--- config.mk ---
export PLATFORM = sky130hd
export DESIGN_NAME = gpio_port
export DESIGN_NICKNAME = d
export VERILOG_FILES = /design/src/rtl/gpio_port_pkg.sv /design/src/rtl/gpio_port_ctrl.sv /design/src/rtl/gpio_port_datapath.sv /design/src/rtl/gpio_port_pinmux.sv /design/src/rtl/gpio_port.sv
export SDC_FILE = /design/constraint.sdc
export NUM_CORES = 1
export LEC_CHECK = 0
export BUFFER_PORTS_ARGS = -buffer_cell sky130_fd_sc_hd__buf_2
export CAP_MARGIN = 5
export CORE_ASPECT_RATIO = 0.9
export CORE_MARGIN = 1.5
export CORE_UTILIZATION = 55
export DETAILED_ROUTE_END_ITERATION = 7
export GPL_TIMING_DRIVEN = 0
export PLACE_DENSITY = 0.84
export SLEW_MARGIN = 20
export SYNTH_ARGS = -nofsm -noshare
export SYNTH_HDL_FRONTEND = slang
export SYNTH_HIERARCHICAL = 1
export SYNTH_SLANG_ARGS = --single-unit
--- constraint.sdc ---
create_clock -name clk -period 1.6 [get_ports clk]
set_input_delay 0.08 -clock clk [delete_from_list [all_inputs] [get_ports clk]]
set_output_delay 0.08 -clock clk [all_outputs]
set_load 0.01 [all_outputs]
--- src/rtl/gpio_port_pkg.sv ---
`timescale 1ns/1ps
package gpio_port_pkg;
  localparam int ADDR_W = 3;

  typedef enum logic [ADDR_W-1:0] {
    REG_PINS  = 3'd0,
    REG_LAT   = 3'd1,
    REG_DIR   = 3'd2,
    REG_ANA   = 3'd3,
    REG_ODC   = 3'd4,
    REG_SDSEL = 3'd5
  } regAddrE;

  typedef enum logic [2:0] {
    RD_NONE,
    RD_PINS,
    RD_LAT,
    RD_DIR,
    RD_ANA,
    RD_ODC,
    RD_SDSEL
  } rdSelE;

  typedef struct packed {
    logic  wrLat;
    logic  wrDir;
    logic  wrAna;
    logic  wrOdc;
    logic  wrSdSel;
    rdSelE rdSel;
  } ctrlStrobesT;
endpackage

--- src/rtl/gpio_port_ctrl.sv ---
`timescale 1ns/1ps
module gpio_port_ctrl
  import gpio_port_pkg::*;
(
  input  logic              regWrEn,
  input  logic [ADDR_W-1:0] regAddr,
  output ctrlStrobesT       strb
);
  always_comb begin
    strb = '0;
    strb.rdSel = RD_NONE;
    case (regAddr)
      REG_PINS: begin
        strb.rdSel = RD_PINS;
        strb.wrLat = regWrEn;
      end
      REG_LAT: begin
        strb.rdSel = RD_LAT;
        strb.wrLat = regWrEn;
      end
      REG_DIR: begin
        strb.rdSel = RD_DIR;
        strb.wrDir = regWrEn;
      end
      REG_ANA: begin
        strb.rdSel = RD_ANA;
        strb.wrAna = regWrEn;
      end
      REG_ODC: begin
        strb.rdSel = RD_ODC;
        strb.wrOdc = regWrEn;
      end
      REG_SDSEL: begin
        strb.rdSel = RD_SDSEL;
        strb.wrSdSel = regWrEn;
      end
      default: strb.rdSel = RD_NONE;
    endcase
  end
endmodule

--- src/rtl/gpio_port_datapath.sv ---
`timescale 1ns/1ps
module gpio_port_datapath
  import gpio_port_pkg::*;
#(
  parameter int               WIDTH        = 5,
  parameter int               SYNC_STAGES  = 2,
  parameter logic [WIDTH-1:0] ANALOG_RESET = 5'h02
)(
  input  logic             clk,
  input  logic             rstN,
  input  ctrlStrobesT      strb,
  input  logic [WIDTH-1:0] regWrData,
  input  logic [WIDTH-1:0] padIn,
  output logic [WIDTH-1:0] regRdData,
  output logic [WIDTH-1:0] dirQ,
  output logic [WIDTH-1:0] latQ,
  output logic [WIDTH-1:0] anaQ,
  output logic [WIDTH-1:0] odEnQ,
  output logic [WIDTH-1:0] sdSelQ
);
  localparam int LAST = SYNC_STAGES - 1;

  logic [WIDTH-1:0] syncQ [SYNC_STAGES];
  logic [WIDTH-1:0] pinRead;

  always_ff @(posedge clk or negedge rstN) begin
    if (!rstN) begin
      dirQ   <= '1;
      latQ   <= '0;
      anaQ   <= ANALOG_RESET;
      odEnQ  <= '0;
      sdSelQ <= '0;
    end else begin
      if (strb.wrDir)   dirQ   <= regWrData;
      if (strb.wrLat)   latQ   <= regWrData;
      if (strb.wrAna)   anaQ   <= regWrData;
      if (strb.wrOdc)   odEnQ  <= regWrData;
      if (strb.wrSdSel) sdSelQ <= regWrData;
    end
  end

  generate
    for (genvar s = 0; s < SYNC_STAGES; s++) begin : g_sync
      always_ff @(posedge clk or negedge rstN) begin
        if (!rstN) syncQ[s] <= '0;
        else if (s == 0) syncQ[s] <= padIn;
        else syncQ[s] <= syncQ[(s == 0) ? 0 : s-1];
      end
    end
  endgenerate

  assign pinRead = syncQ[LAST] & ~anaQ;

  always_comb begin
    case (strb.rdSel)
      RD_PINS:  regRdData = pinRead;
      RD_LAT:   regRdData = latQ;
      RD_DIR:   regRdData = dirQ;
      RD_ANA:   regRdData = anaQ;
      RD_ODC:   regRdData = odEnQ;
      RD_SDSEL: regRdData = sdSelQ;
      default:  regRdData = '0;
    endcase
  end
endmodule

--- src/rtl/gpio_port_pinmux.sv ---
`timescale 1ns/1ps
module gpio_port_pinmux #(
  parameter int WIDTH = 5
)(
  input  logic [WIDTH-1:0] dirQ,
  input  logic [WIDTH-1:0] latQ,
  input  logic [WIDTH-1:0] odEnQ,
  input  logic [WIDTH-1:0] sdSelQ,
  input  logic [WIDTH-1:0] perOutEn,
  input  logic [WIDTH-1:0] perOutData,
  input  logic [WIDTH-1:0] perForceOut,
  input  logic [WIDTH-1:0] perForceIn,
  input  logic             shutdownReq,
  output logic [WIDTH-1:0] padOe,
  output logic [WIDTH-1:0] padOut
);
  generate
    for (genvar i = 0; i < WIDTH; i++) begin : g_pin
      logic wantDrive;
      logic dataBit;
      logic odRelease;
      logic sdKill;

      always_comb begin
        wantDrive = perForceOut[i] | (~perForceIn[i] & ~dirQ[i]);
        dataBit   = perOutEn[i] ? perOutData[i] : latQ[i];
        odRelease = odEnQ[i] & dataBit;
        sdKill    = shutdownReq & sdSelQ[i] & perOutEn[i];
      end

      assign padOut[i] = dataBit;
      assign padOe[i]  = wantDrive & ~odRelease & ~sdKill;
    end
  endgenerate
endmodule

--- src/rtl/gpio_port.sv ---
`timescale 1ns/1ps
module gpio_port
  import gpio_port_pkg::*;
#(
  parameter int               WIDTH        = 5,
  parameter int               SYNC_STAGES  = 2,
  parameter logic [WIDTH-1:0] ANALOG_RESET = 5'h02
)(
  input  logic              clk,
  input  logic              rstN,
  input  logic              regWrEn,
  input  logic [ADDR_W-1:0] regAddr,
  input  logic [WIDTH-1:0]  regWrData,
  output logic [WIDTH-1:0]  regRdData,
  input  logic [WIDTH-1:0]  perOutEn,
  input  logic [WIDTH-1:0]  perOutData,
  input  logic [WIDTH-1:0]  perForceOut,
  input  logic [WIDTH-1:0]  perForceIn,
  input  logic              shutdownReq,
  input  logic [WIDTH-1:0]  padIn,
  output logic [WIDTH-1:0]  padOe,
  output logic [WIDTH-1:0]  padOut
);
  ctrlStrobesT      strb;
  logic [WIDTH-1:0] dirQ;
  logic [WIDTH-1:0] latQ;
  logic [WIDTH-1:0] anaQ;
  logic [WIDTH-1:0] odEnQ;
  logic [WIDTH-1:0] sdSelQ;

  gpio_port_ctrl u_ctrl (
    .regWrEn (regWrEn),
    .regAddr (regAddr),
    .strb    (strb)
  );

  gpio_port_datapath #(
    .WIDTH        (WIDTH),
    .SYNC_STAGES  (SYNC_STAGES),
    .ANALOG_RESET (ANALOG_RESET)
  ) u_dp (
    .clk       (clk),
    .rstN      (rstN),
    .strb      (strb),
    .regWrData (regWrData),
    .padIn     (padIn),
    .regRdData (regRdData),
    .dirQ      (dirQ),
    .latQ      (latQ),
    .anaQ      (anaQ),
    .odEnQ     (odEnQ),
    .sdSelQ    (sdSelQ)
  );

  gpio_port_pinmux #(.WIDTH(WIDTH)) u_mux (
    .dirQ        (dirQ),
    .latQ        (latQ),
    .odEnQ       (odEnQ),
    .sdSelQ      (sdSelQ),
    .perOutEn    (perOutEn),
    .perOutData  (perOutData),
    .perForceOut (perForceOut),
    .perForceIn  (perForceIn),
    .shutdownReq (shutdownReq),
    .padOe       (padOe),
    .padOut      (padOut)
  );
endmodule

# Word-level counts from Yosys, hierarchy flattened
# Index checks and enable logic that the tools add are counted.
# totals
register_bits	35
latch_bits	0
ram_bits	0
rom_bits	0
inputBits	37
out_inout_bits	15
wordCells	89
n_memories	0
# op_classes
add_sub_neg	0
multipliers	0
div_mod_pow	0
magnitude_cmp	0
eq_ne	11
shifts	0
mux	12
bitwise	57
n_reduce_logical	2
# op_table
operator	count
1-bit bitwise AND	30
5-bit one-hot mux with 6 select lines	1
1-bit NOT	20
3-bit one-hot mux with 6 select lines	1
3-bit equality test, second input constant	5
3-bit by 2-bit equality test with 1-bit output, second input constant	4
1-bit 2-to-1 mux	10
3-bit by 1-bit equality test with 1-bit output, second input constant	2
5-bit bitwise AND	1
5-bit NOT	1
1-bit OR	5
3-bit logical NOT	1
2-bit OR reduction	1

# Longest topological paths before layout
# depth
word_depth	5
ltp_mapped	6
mapped_depth_nobuf	5

# Modules after synthesis
# Netlist, hierarchy kept.
# by_module_without_submodules
mod	instances	cells_per_inst	area_each_um2	seq_area_each_um2
gpio_port_datapath	1	103	1476.4	883.3
gpio_port_pinmux	1	25	261.5	0.0
gpio_port_ctrl	1	12	81.3	0.0

# Worst setup path before layout
# No wires, ideal clock.
# synth_timing
kind	input to output
startpoint	input regAddr[2]
endpoint	output regRdData[2]
arrival_ns	1.087
slack_ns	0.433
path_stages	5
path_cell_list	a21oi_1 > buf_6 > mux2_4 > a221oi_2 > a31oi_1
# synth_between
elab_chain_cells	4
# synth_lines
element	line	source
from (decl)	gpio_port.sv:12	input logic [ADDR_W-1:0] regAddr,
3-bit equality test (tied with other cells)	gpio_port_ctrl.sv:12	case (regAddr)
3-bit one-hot mux with 6 select lines *	gpio_port_ctrl.sv:12	
3-bit equality test (tied with other cells)	gpio_port_datapath.sv:55	case (strb.rdSel)
5-bit one-hot mux with 6 select lines *	gpio_port_datapath.sv:55	
to (decl)	gpio_port.sv:14	output logic [WIDTH-1:0] regRdData,
# Every way passes the cells marked *; elsewhere a longest branch is shown, timed or not.

==> results.toml <==
[status]
outcome = "complete, no violations"

[global_routing]
grt_pass1_wl_mm = 6.50
grtUsageTotal = 0.241
grt_pass1_vias = 1377
globalRouteOverflowTotal = 0
grt_start_max_net_pins = 36
antenna_found_initial = 0

[floorplan]
io-pin-count = 52
die-width_um = 63.6
core-area_sq_um = 3110
num_rows = 19
initial_core_util = 0.584
die_area_sq_um = 3660
die_y_um = 57.6

[placed_design]
dp_hpwl_mm = 2.81
routabilityCongestion = 0.809
dp.cells = 233
port_buffers = 51

[logic_synthesis]
yosys.cell_count.top_type = "dfrtp_1"
syn_inst = 140
synth_edf_count = 0
seq_area_frac_synth = 0.486
yosysWarnings = 6
synth_fa_ha_area_frac = 0
synth_seq_cells = 35
synthMuxAreaShare = 0.237
synth_area_leaders = "dfrtp_1, mux2_2, dfstp_2, mux2_4, a211oi_2"
avgSynthCellArea_sq_um = 13.0
synth.largest_area_cell = "dfrtp_1"
synth_top_cell_area_share = 0.399
synth-compound-area-share = 0.130
netlist-cell-type-count = 33
synth_commonest_cells = "dfrtp_1, mux2_2"
yosys.area_share.simple = 0.107
synth_area_sq_um = 1820
ys.flop_type = "dfrtp_1"
synth-async-reset-ratio = 1.00
synth_top_family_by_area = "multiplexers"
syn_nets = 177
synthXorXnorAreaFrac = 0

[timing]
worstMarginPinSlew_ns = 0.747
rsz0062_at_grt = "no"
fin_crit_sh = 0.929
drv_slew = 0
hold_viol_final = 0
fin_crit_ns = 1.49
tns_ns = 0
relSlewSlack = 0.502
max_freq_mhz = 672
skew_ns = 0.00477
finalSetupViolations = 0

[power_and_ir_drop]
p_total_uw = 2390
powerDensity_nw_per_um2 = 1050
ir_worst_vdd_mv = 0.621
p_leak_uw = 0.00105

[critical_path]
start_kind = "input port"
crit_slowest_cell = "clkbuf_4"
crit_arrival_ns = 1.41
worstPathRequired_ns = 1.52
crit_buf_inv = 3
critical_path_class = "in2out"
crit_top_cell = "buf_2"
cpLargestDelayFamily = "buffers and inverters"
endpoint_kind = "output pin"
path_max_fanout = 10
critPathMaxStageDelay_ns = 0.27
critical_path.cell_chain = "buf_2, nand2_1, mux2i_4, clkbuf_4, nand2b_1, o221ai_1, buf_2"

[route]
routed_wl_mm = 4.02
vias_per_cell = 5.57
drtIter0Drc = 72
drc = 0
ant_nets = 0
wire_per_inst_um = 16.3
first_pass_iters = 4
vias = 1377

[job]
maxCapViolations = 0

[finish]
nets = 241
final_core_util = 0.735
layout.cells.non_filler = 247
nFillCells = 227
area_delta_synth_final_pct = 25.9
drive_gt1_frac = 0.600
num_antenna_cells = 0

[worst_hold_path]
hp-class = "in2reg"

[clock_network]
clock_sinks = 35
cts_htree_levels = 2
cts_tree = "done"
cts_made_buffers = 5
clockBufferDepth = 2
cts_root_buf = "clkbuf_8"
clk_latency_ns = 0.28
clkSlewWorstSetupHoldPaths_ns = 0.06
[where the power goes]
group / total, uW / switching, uW / internal, uW / leakage, uW
combinational: 621 / 264 / 356 / 0.000603
sequential: 1170 / 114 / 1060 / 0.000407
clock: 602 / 297 / 305 / 0.0000422
total: 2390 / 675 / 1720 / 0.00105
[cells in the final DEF (no fill, tap or decap), types with 4 or more instances in the layout]
| cell | count |
|---|---|
| a31oi_1 | 4 |
| buf_4 | 5 |
| and3_2 | 4 |
| dlygate4sd3_1 | 6 |
| nand2_1 | 6 |
| clkbuf_8 | 5 |
| mux2i_1 | 5 |
| dfstp_2 | 6 |
| a211oi_2 | 5 |
| mux2_4 | 6 |
| nor2_1 | 4 |
| o21ba_2 | 5 |
| buf_2 | 52 |
| mux2_2 | 25 |
| dfrtp_1 | 29 |
[metal layers]
layer | vias up | track usage | routed length, um
met5 | - | 0 | 0
met4 | 0 | 0.0963 | 34
met3 | 4 | 0.0769 | 307
met2 | 59 | 0.392 | 1990
met1 | 667 | 0.300 | 1690
li1 | 647 | - | -
[logic make-up (layout without fill, tap and decap cells)]
family,Yosys count,after routing
DFF,35,35
and+or+nand+nor,30,30
AOI/OAI and AO/OA,26,26
buffers and inverters,12,77
muxes,37,37
[what timing repair did]
action                     in CTS  in global routing
gates resized for setup         1                  6
setup endpoints to repair       3                  5
gates cloned                    0                  0
hold endpoints to repair       34                  0
hold buffers                    6                  0
setup buffers                   0                  0
[stage by stage]
stage / instance area, sq um / setup WS [ns] / hold WS, ns
6_report: 2290 / 0.113 / 0.0873
5_1_grt: 2290 / 0.0195 / 0.0926
4_1_cts: 2270 / 0.0183 / 0.0726
3_5_place_dp: 2130 / -0.116 / 0.189
3_3_place_gp: 2130 / -0.0567 / 0.185
2_1_floorplan: 1820 / 0.433 / -0.216
[final timing paths]
path                               start             to  slack (ns)  depth (start not counted)
setup / recovery              regAddr[1]   regRdData[3]        0.11                          7
hold / removal              regWrData[0]   u_dp/anaQ[0]        0.09                          3
setup reg to reg           u_dp/odEnQ[3]  u_dp/odEnQ[3]        0.79                          1
hold reg to reg            u_dp/syncQ[9]  u_dp/syncQ[4]        0.34                          0
max in group asynchronous           rstN   u_dp/anaQ[0]        0.73                          2
min in group asynchronous           rstN   u_dp/anaQ[3]        0.40                          2
[state kept, by name, indices dropped and copies added (netlist names)]
signal / cells
u_dp/anaQ: 5
u_dp/dirQ: 5
u_dp/latQ: 5
u_dp/odEnQ: 5
u_dp/sdSelQ: 5
u_dp/syncQ: 10
[layout make-up]
class                      instances  area, sq um  share of cell area
sequential                        35          883               0.386
timing repair buffer              57          315               0.138
multi-input combinational         93          880               0.384
buffer                            10         70.1              0.0306
inverter                           2         7.51             0.00328
tap                               42         52.6              0.0230
clock buffer                       7         76.3              0.0333
clock inverter                     1         5.00             0.00219
Note: power is estimated with default switching activity, not from simulation.
